<file path="src/rtl/pws_pkg.sv">
`timescale 1ns/1ps
package pws_pkg;

    typedef enum logic [2:0] {
        ST_IDLE,
        ST_RST_ON,
        ST_WAIT_SHORT,
        ST_CLK_RUN,
        ST_WAIT_LONG,
        ST_RST_OFF,
        ST_CLK_STOP
    } pws_state_e;

    // Number of clock cycles in 1/per of a second, never below one.
    function automatic int unsigned wait_cycles(input int unsigned hz, input int unsigned per);
        int unsigned q;
        q = hz / per;
        return (q == 0) ? 1 : q;
    endfunction

endpackage

</file>
<file path="src/rtl/pws_timer.sv">
`timescale 1ns/1ps
module pws_timer #(
    parameter int unsigned W = 8
) (
    input  logic         clk,
    input  logic         rst_n,
    input  logic         load,
    input  logic [W-1:0] load_val,
    output logic         expired
);

    logic [W-1:0] cnt;

    always_ff @(posedge clk or negedge rst_n) begin
        if (!rst_n) begin
            cnt <= '0;
        end else if (load) begin
            cnt <= load_val;
        end else if (cnt != '0) begin
            cnt <= cnt - 1'b1;
        end
    end

    assign expired = (cnt == '0);

endmodule

</file>
<file path="src/rtl/pws_fsm.sv">
`timescale 1ns/1ps
module pws_fsm
    import pws_pkg::*;
#(
    parameter bit          HAS_RESET = 1'b1,
    parameter int unsigned W         = 8,
    parameter logic [W-1:0] SHORT_LD = '0,
    parameter logic [W-1:0] LONG_LD  = '0
) (
    input  logic         clk,
    input  logic         rst_n,
    input  logic         req_valid,
    input  logic         req_on,
    input  logic         periph_up,
    input  logic         tmr_expired,
    output logic         tmr_load,
    output logic [W-1:0] tmr_val,
    output logic         do_rst_on,
    output logic         do_rst_off,
    output logic         do_run,
    output logic         do_stop,
    output logic         busy
);

    pws_state_e state, state_n;
    logic       pend_off;
    logic       off_seen;

    assign off_seen = pend_off | (req_valid & ~req_on);

    // State register
    always_ff @(posedge clk or negedge rst_n) begin
        if (!rst_n) begin
            state <= ST_IDLE;
        end else begin
            state <= state_n;
        end
    end

    // Off-request held while an on-sequence runs
    always_ff @(posedge clk or negedge rst_n) begin
        if (!rst_n) begin
            pend_off <= 1'b0;
        end else if (state == ST_IDLE || state == ST_CLK_STOP) begin
            pend_off <= 1'b0;
        end else if (req_valid && !req_on) begin
            pend_off <= 1'b1;
        end
    end

    // Next-state logic
    always_comb begin
        state_n = state;
        unique case (state)
            ST_IDLE: begin
                if (req_valid) begin
                    if (!req_on) begin
                        state_n = ST_CLK_STOP;
                    end else if (!periph_up) begin
                        state_n = HAS_RESET ? ST_RST_ON : ST_CLK_RUN;
                    end
                end
            end
            ST_RST_ON:     state_n = ST_WAIT_SHORT;
            ST_WAIT_SHORT: if (tmr_expired) state_n = ST_CLK_RUN;
            ST_CLK_RUN: begin
                if (HAS_RESET) begin
                    state_n = ST_WAIT_LONG;
                end else begin
                    state_n = off_seen ? ST_CLK_STOP : ST_IDLE;
                end
            end
            ST_WAIT_LONG:  if (tmr_expired) state_n = ST_RST_OFF;
            ST_RST_OFF:    state_n = off_seen ? ST_CLK_STOP : ST_IDLE;
            ST_CLK_STOP:   state_n = ST_IDLE;
            default:       state_n = ST_IDLE;
        endcase
    end

    // Moore outputs
    always_comb begin
        do_rst_on  = 1'b0;
        do_rst_off = 1'b0;
        do_run     = 1'b0;
        do_stop    = 1'b0;
        tmr_load   = 1'b0;
        tmr_val    = '0;
        busy       = (state != ST_IDLE);
        unique case (state)
            ST_RST_ON: begin
                do_rst_on = 1'b1;
                tmr_load  = 1'b1;
                tmr_val   = SHORT_LD;
            end
            ST_CLK_RUN: begin
                do_run   = 1'b1;
                tmr_load = HAS_RESET;
                tmr_val  = LONG_LD;
            end
            ST_RST_OFF:  do_rst_off = 1'b1;
            ST_CLK_STOP: do_stop    = 1'b1;
            default: ;
        endcase
    end

endmodule

</file>
<file path="src/rtl/periph_wake_seq.sv">
`timescale 1ns/1ps
module periph_wake_seq
    import pws_pkg::*;
#(
    parameter int unsigned CLK_HZ    = 200_000_000,
    parameter bit          HAS_RESET = 1'b1,
    parameter bit          RUN_LEVEL = 1'b0
) (
    input  logic clk,
    input  logic rst_n,
    input  logic req_valid,
    input  logic req_on,
    input  logic periph_in_reset,
    input  logic clk_ctl_bit,
    output logic rst_set_o,
    output logic rst_clr_o,
    output logic clk_set_o,
    output logic clk_clr_o,
    output logic busy_o
);

    localparam int unsigned SHORT_CYC = wait_cycles(CLK_HZ, 10000);
    localparam int unsigned LONG_CYC  = wait_cycles(CLK_HZ, 100);
    localparam int unsigned TW        = $clog2(LONG_CYC + 1);
    localparam logic [TW-1:0] SHORT_LD = TW'(SHORT_CYC - 1);
    localparam logic [TW-1:0] LONG_LD  = TW'(LONG_CYC - 1);

    logic          periph_up;
    logic          clk_running;
    logic          tmr_load, tmr_expired;
    logic [TW-1:0] tmr_val;
    logic          do_rst_on, do_rst_off, do_run, do_stop;

    assign clk_running = (clk_ctl_bit == RUN_LEVEL);

    generate
        if (HAS_RESET) begin : g_with_reset
            assign periph_up = clk_running & ~periph_in_reset;
        end else begin : g_no_reset
            assign periph_up = clk_running;
        end
    endgenerate

    pws_timer #(.W(TW)) u_timer (
        .clk      (clk),
        .rst_n    (rst_n),
        .load     (tmr_load),
        .load_val (tmr_val),
        .expired  (tmr_expired)
    );

    pws_fsm #(
        .HAS_RESET (HAS_RESET),
        .W         (TW),
        .SHORT_LD  (SHORT_LD),
        .LONG_LD   (LONG_LD)
    ) u_fsm (
        .clk         (clk),
        .rst_n       (rst_n),
        .req_valid   (req_valid),
        .req_on      (req_on),
        .periph_up   (periph_up),
        .tmr_expired (tmr_expired),
        .tmr_load    (tmr_load),
        .tmr_val     (tmr_val),
        .do_rst_on   (do_rst_on),
        .do_rst_off  (do_rst_off),
        .do_run      (do_run),
        .do_stop     (do_stop),
        .busy        (busy_o)
    );

    assign rst_set_o = do_rst_on;
    assign rst_clr_o = do_rst_off;

    generate
        if (RUN_LEVEL) begin : g_set_runs
            assign clk_set_o = do_run;
            assign clk_clr_o = do_stop;
        end else begin : g_clear_runs
            assign clk_set_o = do_stop;
            assign clk_clr_o = do_run;
        end
    endgenerate

endmodule

</file>
<file path="config.mk">
export PLATFORM = sky130hd
export DESIGN_NAME = periph_wake_seq
export DESIGN_NICKNAME = d
export VERILOG_FILES = /design/src/rtl/pws_pkg.sv /design/src/rtl/pws_timer.sv /design/src/rtl/pws_fsm.sv /design/src/rtl/periph_wake_seq.sv
export SDC_FILE = /design/constraint.sdc
export NUM_CORES = 1
export LEC_CHECK = 0
export ABC_AREA = 1
export CORE_MARGIN = 8
export CORE_UTILIZATION = 53
export DETAILED_ROUTE_END_ITERATION = 6
export HOLD_SLACK_MARGIN = 0.02
export PLACE_DENSITY_LB_ADDON = 0.15
export SYNTH_ARGS = -nofsm -noshare
export SYNTH_HDL_FRONTEND = slang
export SYNTH_SLANG_ARGS = --single-unit
</file>
<file path="constraint.sdc">
create_clock -name clk -period 2.38 [get_ports clk]
set_clock_uncertainty 0.2 [all_clocks]
set_input_delay 0.238 -clock clk [delete_from_list [all_inputs] [get_ports clk]]
set_output_delay 0.238 -clock clk [all_outputs]
set_load 0.005 [all_outputs]
</file>
==> results of run 1 <==
==> flip-flops by register name (all words and copies together), names as in the netlist <==
register	flops
u_timer.cnt	21
u_fsm.state	3
u_fsm.pend_off	1
==> power by group <==
| part | total, mW | internal [mW] | switching (mW) | leakage [nW] |
|---|---|---|---|---|
| Combinational | 0.919 | 0.350 | 0.569 | 0.501 |
| Clock | 0.184 | 0.0654 | 0.119 | 0.0150 |
| Sequential | 0.718 | 0.577 | 0.141 | 0.307 |
| Total | 1.82 | 0.993 | 0.828 | 0.823 |
==> synthesized netlist by cell type (4+ instances only) <==
library cell | instances | share of area
dfrtp_1 | 25 | 0.40
nor2_1 | 23 | 0.055
nor2_2 | 8 | 0.032
inv_2 | 7 | 0.017
xor2_1 | 4 | 0.022
a21oi_1 | 14 | 0.045
nand4_1 | 6 | 0.024
inv_1 | 22 | 0.053
nand3_1 | 25 | 0.080
nand2_1 | 47 | 0.11
nor3_1 | 10 | 0.032
==> final cells by class <==
class                           count  area [um^2]
Timing Repair Buffer               12          115
Multi-Input combinational cell    158          812
Clock buffer                        4         26.3
Tap cell                           31         38.8
Fill cell                         250         1050
Sequential cell                    25          626
Inverter                           29          109
==> how the worst max path moves through the flow <==
stage	from	slack, ps	cells after the start	end
2_1_floorplan	u_timer.cnt[0]	690	8	u_timer.cnt[13]
3_3_place_gp	u_timer.cnt[0]	500	9	u_fsm.state[2]
3_5_place_dp	u_timer.cnt[0]	410	9	u_fsm.state[2]
4_1_cts	u_fsm.state[2]	140	4	clk_clr_o
5_1_grt	u_fsm.state[2]	10	4	clk_clr_o
6_report	u_fsm.state[2]	140	4	clk_clr_o
==> stage by stage <==
| stage | power [mW] | hold WS [ps] | utilization | worst slack, ps | cell area (um^2) |
|---|---|---|---|---|---|
| 2_1_floorplan | 1.39 | -258 | - | 695 | 1570 |
| 3_5_place_dp | 1.64 | 268 | 0.611 | 409 | 1700 |
| 6_report | 1.82 | 69.1 | 0.621 | 139 | 1730 |
| 4_1_cts | 1.83 | 64.6 | 0.621 | 139 | 1730 |
| 3_3_place_gp | 1.61 | 265 | 0.611 | 503 | 1700 |
| 5_1_grt | 1.99 | 91.3 | 0.621 | 14.0 | 1730 |
==> logic make-up (layout without fill, tap and decap cells) <==
logic type	Yosys count	in the layout
simple gates	128	128
flops	25	25
compound gates	21	21
buf+inv	32	45
xor+xnor	7	7
fa+ha+maj	2	2
==> critical path: cells and delay by family, from the launching register on <==
kind,cells,cell delay [ps]
buffers and inverters,3,860
and+or+nand+nor,1,220
DFF,1,420
==> routing by layer <==
metal / wire (um) / global-route usage
met1: 1570 / 0.170
met2: 1670 / 0.244
met3: 125 / 0.0240
met4: 61 / 0.0603
met5: 0 / 0
==> qor.yml, run 1 <==
floorplan.initialDensity: 0.565
ys.flop_type: "dfrtp_1"
post_cts_buffers: 0
dp_cells: 255
antenna_found_initial: 0
finalMaxSlewViolations: 0
cts_sinks: 25
ant_nets: 0
num_antenna_cells: 0
fin_crit_sh: 0.941
cts_buffers: 3
r2r-end: "u_fsm.state[2]"
synth_compound_area_frac: 0.0717
vias: 1410
clock_latency_ps: 310
setup_violations: 0
hp-class: "in2async"
drc: 0
path_cells: "inv_1 -> nand3_2 -> inv_1 -> clkdlybuf4s50_1"
clockBufferDepth: 2
status: "finished, final reports clean"
slowest_delay_ps: 520
muxShareOfSynthArea: 0
drtIter0Drc: 122
cp.required_ps: 1940
port_buffers: 10
synth_fa_ha_area_frac: 0.0159
ys_warn_count: 0
final_common_cell: "nand2_1"
synth-simple-area-share: 0.390
p_leak_nw: 0.823
finalHoldViolCount: 0
worst_pin_slew_ps: 324
grt_max_degree: 26
synthToLayoutAreaGrowth_pct: 9.96
dieArea_um2: 4960
async_flop_share: 1.00
syn_nets: 223
rr_startpoint: "u_timer.cnt[0]"
synth_edf_count: 0
crit_path_start_kind: "flop"
r2r_slack_ps: 400
critical_path_class: "reg2out"
cts_resized: 0
cp_slowest_cell: "clkdlybuf4s50_1"
synth.cell_area_um2: 1570
clock-root-buffer: "clkbuf_4"
dieWidth_um: 70.4
grt_setup_unrepaired: "no"
cp-end-kind: "primary output"
grt_pass1_wl_mm: 5.98
final_cell_count_no_fill: 259
wl_per_cell_um: 13.3
fin_nets: 237
core_area_um2: 2780
routed_wl_mm: 3.43
synth_xor_area_frac: 0.0390
cts.htree.levels: 1
synth.avg_cell_area_um2: 7.30
syn_inst: 215
fin_crit_ps: 2240
relSlewSlack: 0.784
final_cell_mix: "nand2_1 (47), nand3_1 (25), dfrtp_1 (25), nor2_1 (23), inv_1 (22)"
rows: 19
max-cap-violations: 0
grt_remaining_overflow: 0
die_h_um: 70.4
grt_pass1_vias: 1417
synth_top_family_by_area: "simple AND/OR/NAND/NOR gates"
synth-seq-area-share: 0.398
ys_types: 25
critPathArrivalTime_ps: 1800
ir_worst_vdd_mv: 0.751
synth-seq-cells: 25
globalRouteTotalUtil: 0.143
dpl.hpwl_mm: 2.70
path_max_fanout: 8
reg2regPathDepth: 9
clk_pin_slew_ps: 130
cts_tree: "yes"
routed_via_density: 5.44
gp_congestion: 0.869
firstDrtPassIters: 5
fmax_mhz: 446
final.setup.tns_ps: 0
ioPinCount: 11
drive_above_1_share: 0.123
power_density_nw_per_um2: 1050
hold_buffers: 0
cpMostUsedCell: "inv_1"
No activity file was read; power rests on OpenSTA's default activity.
==> inputs of run 2 (changes only) <==
Settings changed: RECOVER_POWER from default to 50.
==> qor.yml, run 2 (same netlist as run 1, synthesis figures left out) <==
worst_pin_slew_ps: 1350
dpl.hpwl_mm: 2.70
dieWidth_um: 70.4
ir_worst_vdd_mv: 0.748
fin_nets: 237
critPathArrivalTime_ps: 1800
wl_per_cell_um: 13.2
hp-class: "reg2reg"
stdcell_area_um2: 1720
grt_remaining_overflow: 0
regMostFlops: "u_timer.cnt"
gp_congestion: 0.869
grt_max_degree: 26
num-fill-cells: 250
hold_buffers: 0
final.setup.tns_ps: 0
cts_tree: "yes"
power_density_nw_per_um2: 1060
post_cts_buffers: 0
die_h_um: 70.4
grt_setup_unrepaired: "no"
cp.required_ps: 1940
clock-root-buffer: "clkbuf_4"
routed_via_density: 5.46
final_cell_mix: "nand2_1 (47), nand3_1 (25), dfrtp_1 (25), nor2_1 (24), inv_1 (23)"
cts_resized: 0
floorplan.initialDensity: 0.565
num_antenna_cells: 0
max-cap-violations: 0
ioPinCount: 11
drtIter0Drc: 107
synthToLayoutAreaGrowth_pct: 9.24
cts_buffers: 3
fin_crit_sh: 0.940
dp_cells: 255
relSlewSlack: 0.0992
drive_above_1_share: 0.110
fin_crit_ps: 2240
vias: 1413
reg_top3: "u_timer.cnt: 21 flops, u_fsm.state: 3 flops, u_fsm.pend_off: 1 flops"
finalPower_mw: 1.82
port_buffers: 10
final_cell_count_no_fill: 259
path_max_fanout: 8
cts.htree.levels: 1
cts_sinks: 25
firstDrtPassIters: 4
p_leak_nw: 0.821
cp-end-kind: "primary output"
clk_pin_slew_ps: 130
whs_ps: 293
setup_violations: 0
globalRouteTotalUtil: 0.143
grt_pass1_wl_mm: 5.98
multi_input_area_um2: 805
crit_path_start_kind: "flop"
seqCellArea_um2: 626
ant_nets: 0
drc: 0
grt_pass1_vias: 1417
rows: 19
core_area_um2: 2780
place_area_um2: 1700
largest_reg_flops: 21
status: "finished, final reports clean"
fmax_mhz: 447
dieArea_um2: 4960
r2r_slack_ps: 400
clock_latency_ps: 310
antenna_found_initial: 0
routed_wl_mm: 3.43
finalHoldViolCount: 0
final_common_cell: "nand2_1"
finalMaxSlewViolations: 0
clockBufferDepth: 2
critical_path_class: "reg2out"
[run 2: changes by cell type in the layout (fill, tap and decap cells not counted), sizes merged]
cell,change
clkdlybuf4s50,-1
buf,-1
dlygate4sd3,+1
clkbuf,+1
[run 2: where the power goes]
part / switching (mW) / total (mW) / internal, mW
Clock: 0.120 / 0.185 / 0.0654
Sequential: 0.139 / 0.716 / 0.577
Combinational: 0.565 / 0.914 / 0.348
Total: 0.824 / 1.82 / 0.991
[run 2: worst max-delay path, cell delays in order (launching register included)]
cell and delay, ps:
dfrtp_1 420, inv_1 180, nand3_2 220, inv_1 150
clkdlybuf4s50_1 510
[run 2: through the flow]
| stage | worst slack (ps) | utilization |
|---|---|---|
| final | 143 | 0.617 |
| after global routing | 14.0 | 0.617 |
| after CTS | 139 | 0.621 |
| after detailed placement | 409 | 0.611 |
| after global placement | 503 | 0.611 |
| after floorplan | 695 | - |
[run 2: cell type report]
type,instances,share of cell area
clock buffer,4,0.0153
inverter,29,0.0635
multi-input combinational,158,0.469
sequential,25,0.365
tap,31,0.0226
timing repair buffer,12,0.0649
[run 2: worst paths after layout]
kind,startpoint,endpoint,depth (start not counted)
worst max register to register,u_timer.cnt[0],u_fsm.state[2],9
min in group asynchronous,rst_n,u_timer.cnt[1],2
worst min register to register,u_timer.cnt[0],u_timer.cnt[0],2
max in group asynchronous,rst_n,u_timer.cnt[5],2
worst min-delay path,u_timer.cnt[0],u_timer.cnt[0],2
worst max-delay path,u_fsm.state[2],clk_clr_o,4
[run 2: layer usage]
metal	vias up	GRT usage	wire length (um)
li1	724	-	-
met2	26	0.244	1660
met4	0	0.0603	59
met3	6	0.0240	109
met1	657	0.170	1600
met5	-	0	0
==> inputs of run 3 (changes only) <==
==> constraint.sdc (replaced) <==
create_clock -name clk -period 2.38 [get_ports clk]
set_clock_uncertainty 0.2 [all_clocks]
set_input_delay 0.238 -clock clk [delete_from_list [all_inputs] [get_ports clk]]
set_output_delay 0.238 -clock clk [all_outputs]
set_load 0.01 [all_outputs]
==> qor.yml, run 3 (same netlist as run 1, synthesis figures left out) <==
critPathArrivalTime_ps: 1820
critical_path_class: "reg2out"
cp.required_ps: 1940
cts_tree: "yes"
path_max_fanout: 8
dpl.hpwl_mm: 2.78
cts_buffers: 3
wl_per_cell_um: 14.1
grt_max_degree: 26
fin_nets: 237
final.setup.tns_ps: 0
power_density_nw_per_um2: 1090
hp-class: "reg2reg"
largest_reg_flops: 21
met3_usage: 0.0240
whs_ps: 301
core_area_um2: 2780
floorplan.initialDensity: 0.565
max-cap-violations: 0
fin_crit_sh: 0.947
power_frac_comb: 0.505
antenna_found_initial: 0
drtIter0Drc: 85
ant_nets: 0
routed_wl_mm: 3.66
grt_remaining_overflow: 0
worst_pin_slew_ps: 1340
grt_pass1_wl_mm: 6.49
status: "finished, final reports clean"
fin_crit_ps: 2250
grt_pass1_vias: 1477
die_h_um: 70.4
routed_via_density: 5.56
top_usage_layer: "met2"
stdcell_area_um2: 1730
synthToLayoutAreaGrowth_pct: 10.3
cts.htree.levels: 1
dieWidth_um: 70.4
vias: 1440
grt_setup_unrepaired: "no"
num-fill-cells: 271
swShare: 0.472
cp-end-kind: "primary output"
finalHoldViolCount: 0
crit_path_start_kind: "flop"
clockBufferDepth: 2
gr-usage-met1: 0.199
gp_congestion: 0.891
reg_top3: "u_timer.cnt: 21 flops, u_fsm.state: 3 flops, u_fsm.pend_off: 1 flops"
relSlewSlack: 0.108
drc: 0
p_leak_nw: 0.824
num_antenna_cells: 0
clock-root-buffer: "clkbuf_4"
drive_above_1_share: 0.118
final_common_cell: "nand2_1"
hold_buffers: 0
cts_sinks: 25
port_buffers: 10
place_area_um2: 1700
setup_violations: 0
globalRouteTotalUtil: 0.154
ioPinCount: 11
finalMaxSlewViolations: 0
power.share.sequential: 0.390
regMostFlops: "u_timer.cnt"
p_int_mw: 0.995
firstDrtPassIters: 4
p_sw_mw: 0.888
final_cell_mix: "nand2_1 (47), nand3_1 (25), dfrtp_1 (25), nor2_1 (24), inv_1 (22)"
multi_input_area_um2: 820
rows: 19
clock_latency_ps: 330
fmax_mhz: 444
dieArea_um2: 4960
use_met2: 0.252
seqCellArea_um2: 626
ir_worst_vdd_mv: 0.813
clk_pin_slew_ps: 140
pwr-share-clk: 0.105
-- run 3: final cells by class --
class                           instances  share of cell area
Clock buffer                            3              0.0130
Clock inverter                          1             0.00289
Inverter                               29              0.0629
Multi-Input combinational cell        158               0.473
Sequential cell                        25               0.361
Tap cell                               31              0.0224
Timing Repair Buffer                   12              0.0643
-- run 3: per-layer routing --
| layer | part of all wire | wire (um) |
|---|---|---|
| met1 | 0.48 | 1750 |
| met2 | 0.47 | 1740 |
| met3 | 0.027 | 98 |
| met4 | 0.021 | 76 |
| met5 | 0 | 0 |
-- run 3: critical path, cell delays in order (launching register included) --
cell	delay [ps]
dfrtp_1	420
inv_1	230
nand3_4	180
inv_1	130
clkdlybuf4s50_1	540
-- run 3: power by group through the flow --
| stage | logic, mW | registers [mW] | clock network [mW] |
|---|---|---|---|
| 2_1_floorplan | 0.706 | 0.694 | 0 |
| 3_3_place_gp | 0.893 | 0.722 | 0 |
| 3_5_place_dp | 0.931 | 0.730 | 0 |
| 4_1_cts | 0.937 | 0.721 | 0.203 |
| 5_1_grt | 1.08 | 0.752 | 0.215 |
| 6_report | 0.952 | 0.734 | 0.197 |
-- run 3: path summary, 6_finish.rpt --
check                           cells past startpoint      startpoint  slack, ps               to
worst max-delay path                                4  u_fsm.state[2]        130        clk_clr_o
worst min-delay path                                2  u_timer.cnt[0]        300   u_timer.cnt[0]
worst max register to register                      9  u_timer.cnt[0]        320   u_fsm.state[1]
worst min register to register                      2  u_timer.cnt[0]        300   u_timer.cnt[0]
max in group asynchronous                           2           rst_n        680  u_timer.cnt[17]
min in group asynchronous                           2           rst_n        520   u_timer.cnt[0]
-- run 3: per-stage QoR --
stage / std cells / setup slack [ps] / utilization / total power, mW
CTS: 259 / 105 / 0.621 / 1.86
global placement: 255 / 507 / 0.611 / 1.62
finish: 259 / 126 / 0.623 / 1.88
global route: 259 / 1.33 / 0.623 / 2.05
detailed placement: 255 / 334 / 0.611 / 1.66
floorplan: 215 / 695 / - / 1.40
-- run 3: repair_timing --
item | in CTS | in global routing
setup buffers | 0 | 0
resized for setup | 0 | 2
setup endpoints to repair | 0 | 1
